[src/rtl/txbuf_pkg.sv]
package txbuf_pkg;

  // Advance a circular index that wraps at an arbitrary depth.
  function automatic int unsigned ptr_next(int unsigned p, int unsigned depth);
    return (p == depth - 1) ? 0 : p + 1;
  endfunction

endpackage

[src/rtl/txbuf_mem.sv]
module txbuf_mem #(
  parameter int W     = 9,
  parameter int DEPTH = 80,
  parameter int AW    = $clog2(DEPTH)
) (
  input  logic          clk,
  input  logic          we,
  input  logic [AW-1:0] waddr,
  input  logic [W-1:0]  wdata,
  input  logic          re,
  input  logic [AW-1:0] raddr,
  output logic [W-1:0]  q
);

  logic [W-1:0] ram [DEPTH];

  // Simple dual-port, registered read: maps onto block RAM.
  always_ff @(posedge clk) begin
    if (we) ram[waddr] <= wdata;
    if (re) q <= ram[raddr];
  end

endmodule

[src/rtl/txbuf_ctrl.sv]
module txbuf_ctrl #(
  parameter int DEPTH  = 80,
  parameter int KEEP   = 64,
  parameter int THRESH = 8,
  parameter int AW     = $clog2(DEPTH),
  parameter int CW     = $clog2(DEPTH + 1),
  parameter int FW     = $clog2(KEEP + 1)
) (
  input  logic          clk,
  input  logic          rst,
  input  logic          wr_valid,
  input  logic          wr_last,
  input  logic          rd_en,
  input  logic          rewind,
  output logic          wr_acc,
  output logic [AW-1:0] wptr,
  output logic          rd_acc,
  output logic [AW-1:0] rptr,
  output logic          cur_last,
  output logic [CW-1:0] unread,
  output logic [CW-1:0] held,
  output logic          kept,
  output logic          full,
  output logic          start_ok
);

  logic [AW-1:0]    pin;        // first entry of the frame being read
  logic [FW-1:0]    frame_rd;   // bytes read from that frame, saturates at KEEP
  logic [DEPTH-1:0] eof_flag;   // end marker per entry, readable without latency
  logic             rw_acc;
  logic [AW-1:0]    wptr_inc, rptr_inc;
  logic [CW:0]      occupied;

  assign wptr_inc = AW'(txbuf_pkg::ptr_next(32'(wptr), DEPTH));
  assign rptr_inc = AW'(txbuf_pkg::ptr_next(32'(rptr), DEPTH));

  assign kept     = frame_rd < FW'(KEEP);
  assign held     = kept ? CW'(frame_rd) : '0;
  assign occupied = {1'b0, unread} + {1'b0, held};
  assign full     = occupied == (CW + 1)'(DEPTH);
  assign start_ok = unread >= CW'(THRESH);
  assign cur_last = eof_flag[rptr];

  assign wr_acc = wr_valid && !full;
  assign rw_acc = rewind && kept;
  assign rd_acc = rd_en && (unread != '0) && !rw_acc;

  always_ff @(posedge clk) begin
    if (rst) begin
      wptr     <= '0;
      rptr     <= '0;
      pin      <= '0;
      frame_rd <= '0;
      unread   <= '0;
      eof_flag <= '0;
    end else begin
      if (wr_acc) begin
        eof_flag[wptr] <= wr_last;
        wptr           <= wptr_inc;
      end
      if (rw_acc) begin
        rptr     <= pin;
        frame_rd <= '0;
      end else if (rd_acc) begin
        rptr <= rptr_inc;
        if (cur_last) begin
          frame_rd <= '0;
          pin      <= rptr_inc;
        end else if (kept) begin
          frame_rd <= frame_rd + FW'(1);
        end
      end
      unread <= unread + CW'(wr_acc) - CW'(rd_acc) + (rw_acc ? CW'(frame_rd) : '0);
    end
  end

endmodule

[src/rtl/txbuf_rdstage.sv]
module txbuf_rdstage #(
  parameter int DW = 8
) (
  input  logic          clk,
  input  logic          rst,
  input  logic          re,
  input  logic          last_in,
  input  logic [DW:0]   q,
  output logic          rd_valid,
  output logic          rd_last,
  output logic [DW-1:0] rd_data,
  output logic          par_err
);

  always_ff @(posedge clk) begin
    if (rst) begin
      rd_valid <= 1'b0;
      rd_last  <= 1'b0;
    end else begin
      rd_valid <= re;
      if (re) rd_last <= last_in;
    end
  end

  assign rd_data = q[DW-1:0];
  assign par_err = rd_valid && (^q);

endmodule

[src/rtl/txbuf_rewind.sv]
module txbuf_rewind #(
  parameter int DW     = 8,
  parameter int DEPTH  = 80,
  parameter int KEEP   = 64,
  parameter int THRESH = 8
) (
  input  logic          clk,
  input  logic          rst,
  input  logic          wr_valid,
  input  logic [DW-1:0] wr_data,
  input  logic          wr_par,
  input  logic          wr_last,
  output logic          wr_req,
  input  logic          rd_en,
  input  logic          rewind,
  output logic          rd_valid,
  output logic [DW-1:0] rd_data,
  output logic          rd_last,
  output logic          par_err,
  output logic          rd_avail,
  output logic          start_ok
);

  localparam int AW = $clog2(DEPTH);
  localparam int CW = $clog2(DEPTH + 1);

  logic          wr_acc, rd_acc, cur_last, kept, full;
  logic [AW-1:0] wptr, rptr;
  logic [CW-1:0] unread, held;
  logic [DW:0]   mem_q;

  txbuf_ctrl #(.DEPTH(DEPTH), .KEEP(KEEP), .THRESH(THRESH)) u_ctrl (
    .clk(clk), .rst(rst), .wr_valid(wr_valid), .wr_last(wr_last),
    .rd_en(rd_en), .rewind(rewind), .wr_acc(wr_acc), .wptr(wptr),
    .rd_acc(rd_acc), .rptr(rptr), .cur_last(cur_last), .unread(unread),
    .held(held), .kept(kept), .full(full), .start_ok(start_ok)
  );

  txbuf_mem #(.W(DW + 1), .DEPTH(DEPTH)) u_mem (
    .clk(clk), .we(wr_acc), .waddr(wptr), .wdata({wr_par, wr_data}),
    .re(rd_acc), .raddr(rptr), .q(mem_q)
  );

  txbuf_rdstage #(.DW(DW)) u_rd (
    .clk(clk), .rst(rst), .re(rd_acc), .last_in(cur_last), .q(mem_q),
    .rd_valid(rd_valid), .rd_last(rd_last), .rd_data(rd_data), .par_err(par_err)
  );

  assign wr_req   = !full;
  assign rd_avail = unread != '0;

endmodule

[config.mk]
export PLATFORM = sky130hd
export DESIGN_NAME = txbuf_rewind
export DESIGN_NICKNAME = d
export VERILOG_FILES = /design/src/rtl/txbuf_pkg.sv /design/src/rtl/txbuf_mem.sv /design/src/rtl/txbuf_ctrl.sv /design/src/rtl/txbuf_rdstage.sv /design/src/rtl/txbuf_rewind.sv
export SDC_FILE = /design/constraint.sdc
export NUM_CORES = 1
export LEC_CHECK = 0
export ABC_AREA = 0
export BUFFER_PORTS_ARGS = -buffer_cell sky130_fd_sc_hd__buf_4
export CORE_AREA = 3 3 262 212
export CTS_CLUSTER_SIZE = 16
export DETAILED_ROUTE_END_ITERATION = 8
export DIE_AREA = 0 0 265 215
export GPL_TIMING_DRIVEN = 0
export PLACE_DENSITY = 0.79
export SYNTH_ARGS = -nofsm -noshare
export SYNTH_HDL_FRONTEND = slang
export SYNTH_SLANG_ARGS = --single-unit
[constraint.sdc]
create_clock -name clk -period 6.35 [get_ports clk]
set_input_delay 0 -clock clk [delete_from_list [all_inputs] [get_ports clk]]
set_output_delay 0 -clock clk [all_outputs]
set_load 0.03 [all_outputs]
======== Word level (Yosys, flattened, before mapping) ========
Memories as Yosys holds them, arrays and structs flattened. A register that Yosys moved wholly into a read port is not among the register bits.
Index checks and enable logic that the tools add are counted.
storage, ports and cells
  memory bits (writable) .................. 720
  register bits after elaboration ......... 117
  input port bits ......................... 15
  word-level logic and storage cells ...... 55
  output and inout port bits .............. 14
  memories ................................ 1
memory list
  name       depth  bits a word  rd ports  clocked after memory_dff  write ports  line             source
  u_mem.ram  80     9            1         1                         1            txbuf_mem.sv:15  logic [W-1:0] ram [DEPTH];
operators by class
  add/sub/neg operators ................... 7
  equality and inequality tests ........... 3
  reductions and logical operators ........ 15
  muxes and demuxes ....................... 15
  magnitude comparators ................... 5
  bitwise operators ....................... 1
operators with widths
  cell                                                                           count
  80-bit bitwise mux                                                             1
  7-bit two-way mux                                                              8
  7-bit by 1-bit adder with 7-bit output (second input constant)                 3
  7-bit by 8-bit less-than comparator with 1-bit output (second input constant)  2
  7-bit == test (second input constant)                                          2
  9-bit XOR reduction                                                            1
  7-bit by 7-bit adder with 8-bit output                                         1
  8-bit by 7-bit == test with 1-bit output (second input constant)               1
  7-bit by 1-bit adder with 7-bit output                                         1
  7-bit adder                                                                    1
  1-bit binary-select mux with 7-bit select                                      1
  1-bit demux with 7-bit select                                                  1
  7-bit by 1-bit >= comparator with 1-bit output (second input constant)         1
  7-bit by 4-bit >= comparator with 1-bit output (second input constant)         1
  7-bit less-than comparator (second input constant)                             1
  7-bit nonzero test                                                             1
  7-bit by 1-bit subtractor with 7-bit output                                    1
  1-bit logical AND                                                              6
  1-bit two-way mux                                                              4
  2-bit nonzero test                                                             2
  3-bit AND reduction                                                            1
  1-bit zero test                                                                2
  2-bit AND reduction                                                            1
  2-bit OR reduction                                                             1
  1-bit inverter                                                                 1

======== Longest topological paths before layout ========
  depth in word-level cells ............... 9
  gate-level depth with buffers ........... 18
  gate-level depth less buffers ........... 16

======== Modules after synthesis ========
Synthesis repeated with hierarchy kept, for this count alone.
unflattened totals
  cell total of the unflattened synthesis .. 2055
  area, all modules ....................... 34546.9 um^2
by module, submodules not included
  module         cells an instance  sequential area each (um^2)  area each (um^2)  instances
  txbuf_mem      1233               21891.0                      28025.6           1
  txbuf_ctrl     796                2302.2                       6287.3            1
  txbuf_rdstage  22                 40.0                         215.2             1
  txbuf_rewind   4                  0.0                          18.8              1

======== Worst setup path after synthesis ========
Ideal clock, no wire load.
  kind .................................... flip-flop to flip-flop
  from .................................... register u_ctrl.frame_rd[1]
  to ...................................... register u_ctrl.unread[6]
  clock period less this slack ............ 4092 ps
  stages on the path, launching flop included .. 19
  setup slack ............................. 2258 ps
  data required time ...................... 6222 ps
  data arrival time ....................... 3965 ps
  path buffers ............................ 2
  setup time .............................. 128 ps
  cells stage by stage .................... dfxtp_1 nor2b_1 ha_1 a21o_1 a21oi_1 mux2_2 a21boi_1 clkbuf_1 buf_1 inv_1 fa_1 fa_1 nor2b_1 o21ai_0 nand2b_1 a21o_1 a21oi_1 xnor2_1 nor2_1
between the ends
  cells in the longest elaborated chain, start to end .. 9
  elaborated cells on any way between the ends .. 13
  those cells by class .................... 4 x add/sub; 1 x order compare; 1 x eq/ne; 2 x mux; 5 x reduce/logical
RTL lines
  item                                         line              source
  start, declared                              txbuf_ctrl.sv:28  logic [FW-1:0] frame_rd;
  start signal, assigned                       txbuf_ctrl.sv:70  frame_rd <= frame_rd + FW'(1);
  7-bit less-than comparator                   txbuf_ctrl.sv:37  assign kept = frame_rd < FW'(KEEP);
  7-bit two-way mux                            txbuf_ctrl.sv:38  assign held = kept ? CW'(frame_rd) : '0;
  7-bit by 7-bit adder with 8-bit output       txbuf_ctrl.sv:39  assign occupied = {1'b0, unread} + {1'b0, held};
  8-bit by 7-bit == test with 1-bit output     txbuf_ctrl.sv:40  assign full = occupied == (CW + 1)'(DEPTH);
  1-bit zero test                              txbuf_ctrl.sv:44  assign wr_acc = wr_valid && !full;
  1-bit logical AND                            txbuf_ctrl.sv:44
  7-bit by 1-bit adder with 7-bit output       txbuf_ctrl.sv:73  unread <= unread + CW'(wr_acc) - CW'(rd_acc) + (rw_acc ? CW'(frame_rd) : '0);
  7-bit by 1-bit subtractor with 7-bit output  txbuf_ctrl.sv:73
  7-bit adder *                                txbuf_ctrl.sv:73
  end signal, assigned                         txbuf_ctrl.sv:73
  end, declared                                txbuf_ctrl.sv:20  output logic [CW-1:0] unread,
Every way passes the cells marked *; elsewhere a longest branch is shown, timed or not.
A chain may end at the register's enable or synchronous reset.

======== Worst setup path after layout ========
  from .................................... register u_ctrl.frame_rd[6]
  to ...................................... register u_ctrl.unread[6]
Same word-level chain as after synthesis.

==> impl_metrics.yaml <==
run_status:
  status: "finished, violations left"
  violations: "hold timing"
synthesis:
  synth-main-ff-cell: "edfxtp_1"
  yosysWarnings: 0
  yosys-top-cells-area: "edfxtp_1, mux4_2, dfxtp_1, mux2i_1, nand4_1"
  syn_avg_cell_area_um2: 18.25
  synth_cells: 1887
  synth.distinct_cells: 60
  synth_common_cells: "edfxtp_1, mux4_2, nor2_1, dfxtp_1, clkbuf_1"
  synth-seq-cells: 846
  synth-seq-area-share_pct: 70.37
  synth_top_area_share_pct: 63.57
  yosysTopAreaCell: "edfxtp_1"
  async_flop_share_pct: 0
  synth.cell_area_um2: 34440
  synth.most_common_cell: "edfxtp_1"
  synth_edf_count: 729
  syn_nets: 1925
critical_path:
  path_delay_family: "compound AO/OA/AOI/OAI gates"
  cp-start-kind: "register"
  r2r-start: "u_ctrl.frame_rd[6]$_SDFFE_PP0P_"
  r2r_slack_ns: 1.15
  r2r_cells: 18
  end_kind: "register"
  critPathArrivalTime_ns: 5.69
  cp_slowest_stage_delay_ns: 0.68
  critPathRequiredTime_ns: 6.84
  crit_type: "register to register"
  path_buf_inv: 3
  cp_max_fo: 10
  cp_slowest_cell: "a21boi_1"
  r2r-end: "u_ctrl.unread[6]$_SDFF_PP0_"
  crit_path_cell_trace: "nor2b_1, ha_1, a21o_1, a21oi_1, mux2_2, a21boi_1, clkbuf_1, buf_1, inv_1, fa_1, fa_1, nor2b_1, o21ai_0, nand2b_1, a21o_1, a21oi_1, xnor2_1, nor2_1"
final_layout:
  layout.nets: 2039
  area_growth_pct: 10.93
  final_util_pct: 72.43
  layout-drive-gt1-share_pct: 22.22
worst_hold_path:
  min_from: "wr_data[3]"
  hold_path.class: "input port to register"
  holdPathStages: 1
  hold_end: "u_mem.ram[42][3]$_DFFE_PP_"
floorplanning:
  ios: 29
  rows: 75
  die_h_um: 215
  core_area_um2: 52740
  start_util_pct: 65.30
  die_x_um: 265
  dieArea_um2: 56980
pwr:
  ir_worst_vdd_mv: 0.2497
  p_total_mw: 12.31
  p_per_area_nw_per_um2: 322.3
  p_leak_nw: 12.23
clock_tree:
  clk-insertion-delay-late_ns: 0.65
  root_buffer: "clkbuf_16"
  ctsHoldBuffers: 7
  cts_tree: "done"
  path_clk_slew_ns: 0.06
  cts_setup_buffers: 0
  cts_buffers: 78
  cts-resized-gates: 0
  cts_max_level: 3
  cts.sinks: 846
  clk_path_buf_depth: 3
detailed_routing:
  remaining_drc_errors: 0
  viasPerCell: 6.926
  wire_per_inst_um: 31.46
  ant_nets: 0
  drtPass1Iterations: 6
  drt-total-wl_um: 86830
  drt_iter0_drc: 3059
  vias: 19117
timing:
  max_freq_mhz: 192.3
  hold_viol: 8
  tightest_slew_ns: 1.261
  holdWs_ns: -0.02532
  period_minus_slack_ns: 5.201
  maxSlewViolCount: 0
  setup_tns_ns: 0
  rsz0062_at_grt: "no"
  setup_viol_count_final: 0
  slew_headroom_pct: 15.96
  finalCritPeriodShare_pct: 81.91
  finalClockSkew_ns: 0.03134
global_route:
  antenna_found_initial: 2
  grt_pass1_vias: 19078
  grt_max_degree: 81
  grt_pass1_wl_um: 127900
  overflow: 0
  grt.total_usage_pct: 31.20
placed_design:
  io_buffers: 27
  dpl.hpwl_um: 52930
  place_congestion: 0.9354
run:
  max-cap-violations: 0
## flip-flops by register name, indices dropped and copies added, names as in the netlist
signal,cells
u_ctrl.eof_flag,80
u_ctrl.frame_rd,7
u_ctrl.pin,7
u_ctrl.rptr,7
u_ctrl.unread,7
u_ctrl.wptr,7
u_mem.q,9
u_mem.ram,720
u_rd.rd_last,1
u_rd.rd_valid,1
## worst max path at each step
stage	startpoint	end	cells after the start
floorplan	u_ctrl.frame_rd[1]$_SDFFE_PP0P_	u_ctrl.unread[6]$_SDFF_PP0_	18
global placement	u_ctrl.frame_rd[6]$_SDFFE_PP0P_	u_ctrl.unread[6]$_SDFF_PP0_	18
detailed placement	u_ctrl.frame_rd[6]$_SDFFE_PP0P_	u_ctrl.unread[6]$_SDFF_PP0_	18
CTS	u_ctrl.frame_rd[6]$_SDFFE_PP0P_	u_ctrl.unread[6]$_SDFF_PP0_	18
global route	u_ctrl.frame_rd[6]$_SDFFE_PP0P_	u_ctrl.unread[6]$_SDFF_PP0_	18
finish	u_ctrl.frame_rd[6]$_SDFFE_PP0P_	u_ctrl.unread[6]$_SDFF_PP0_	18
## logic make-up (layout without fill, tap and decap cells)
group           Yosys count  count (layout)  share of synthesized area, %
mux                     308             308                         17.94
flops                   846             846                         70.37
buf+inv                 189             368                         2.525
simple gates            328             328                         4.713
fa+ha+maj                23              23                        0.9011
xor+xnor                 27              27                        0.6867
compound gates          166             166                         2.867
other cells               0               1                             0
## cell usage in the layout, fill, tap and decap left out, drive strengths merged, types with 2 or more instances in the layout
master       synthesis  final
fa                   3      3
a21o                 5      5
and3b                2      2
nand4               78     78
and2                 7      7
a22oi                2      2
o32ai                2      2
and3                 4      4
clkinv               0     34
dlygate4sd3          0      7
a311oi               5      5
buf                 60     87
o211ai               2      2
clkinvlp             0      2
nand3               16     16
inv                 44     48
nand2               47     47
ha                  20     20
mux2i               49     49
edfxtp             729    729
nor3                 8      8
a211oi               5      5
mux2                13     13
mux4               246    246
o21ai               61     61
xor2                11     11
clkbuf              85    179
dfxtp              117    117
or4                  3      3
bufinv               0     11
xnor2               16     16
a21oi               63     63
nor3b                3      3
nand2b               8      8
nor2b               18     18
a22o                 3      3
nor4                 3      3
a31oi                6      6
nor2               127    127
## power breakdown
| group | switching, mW | internal, mW | leakage [nW] | total (mW) |
|---|---|---|---|---|
| clock | 2.09 | 2.76 | 1.28 | 4.85 |
| sequential | 0.0463 | 6.09 | 7.51 | 6.14 |
| combinational | 0.771 | 0.556 | 3.44 | 1.33 |
| total | 2.90 | 9.41 | 12.2 | 12.3 |
## metrics by stage
step / instances / cell area, um2 / setup WS [ns]
final: 2760 / 38200 / 1.149
after global routing: 2759 / 38200 / 0.8090
after CTS: 2759 / 38200 / 1.234
after detailed placement: 2607 / 35510 / 1.270
after global placement: 2607 / 35510 / 1.338
after floorplan: 1887 / 34440 / 2.258
## layer usage
layer	vias up	wire (um)	track usage, %
li1	7798	-	-
met1	9744	33260	45.23
met2	1341	40040	47.41
met3	232	10090	7.730
met4	2	3420	10.97
met5	-	21	0
## area by class of cell
type / instances / area (um2)
Inverter: 44 / 165.2
Sequential cell: 846 / 24230
Tap cell: 693 / 867.1
Clock buffer: 94 / 2033
Fill cell: 3082 / 14540
Buffer: 145 / 704.4
Multi-Input combinational cell: 852 / 9334
Clock inverter: 51 / 588.1
Antenna cell: 1 / 2.502
Timing Repair Buffer: 34 / 272.8
No activity file was read; power rests on OpenSTA's default activity.
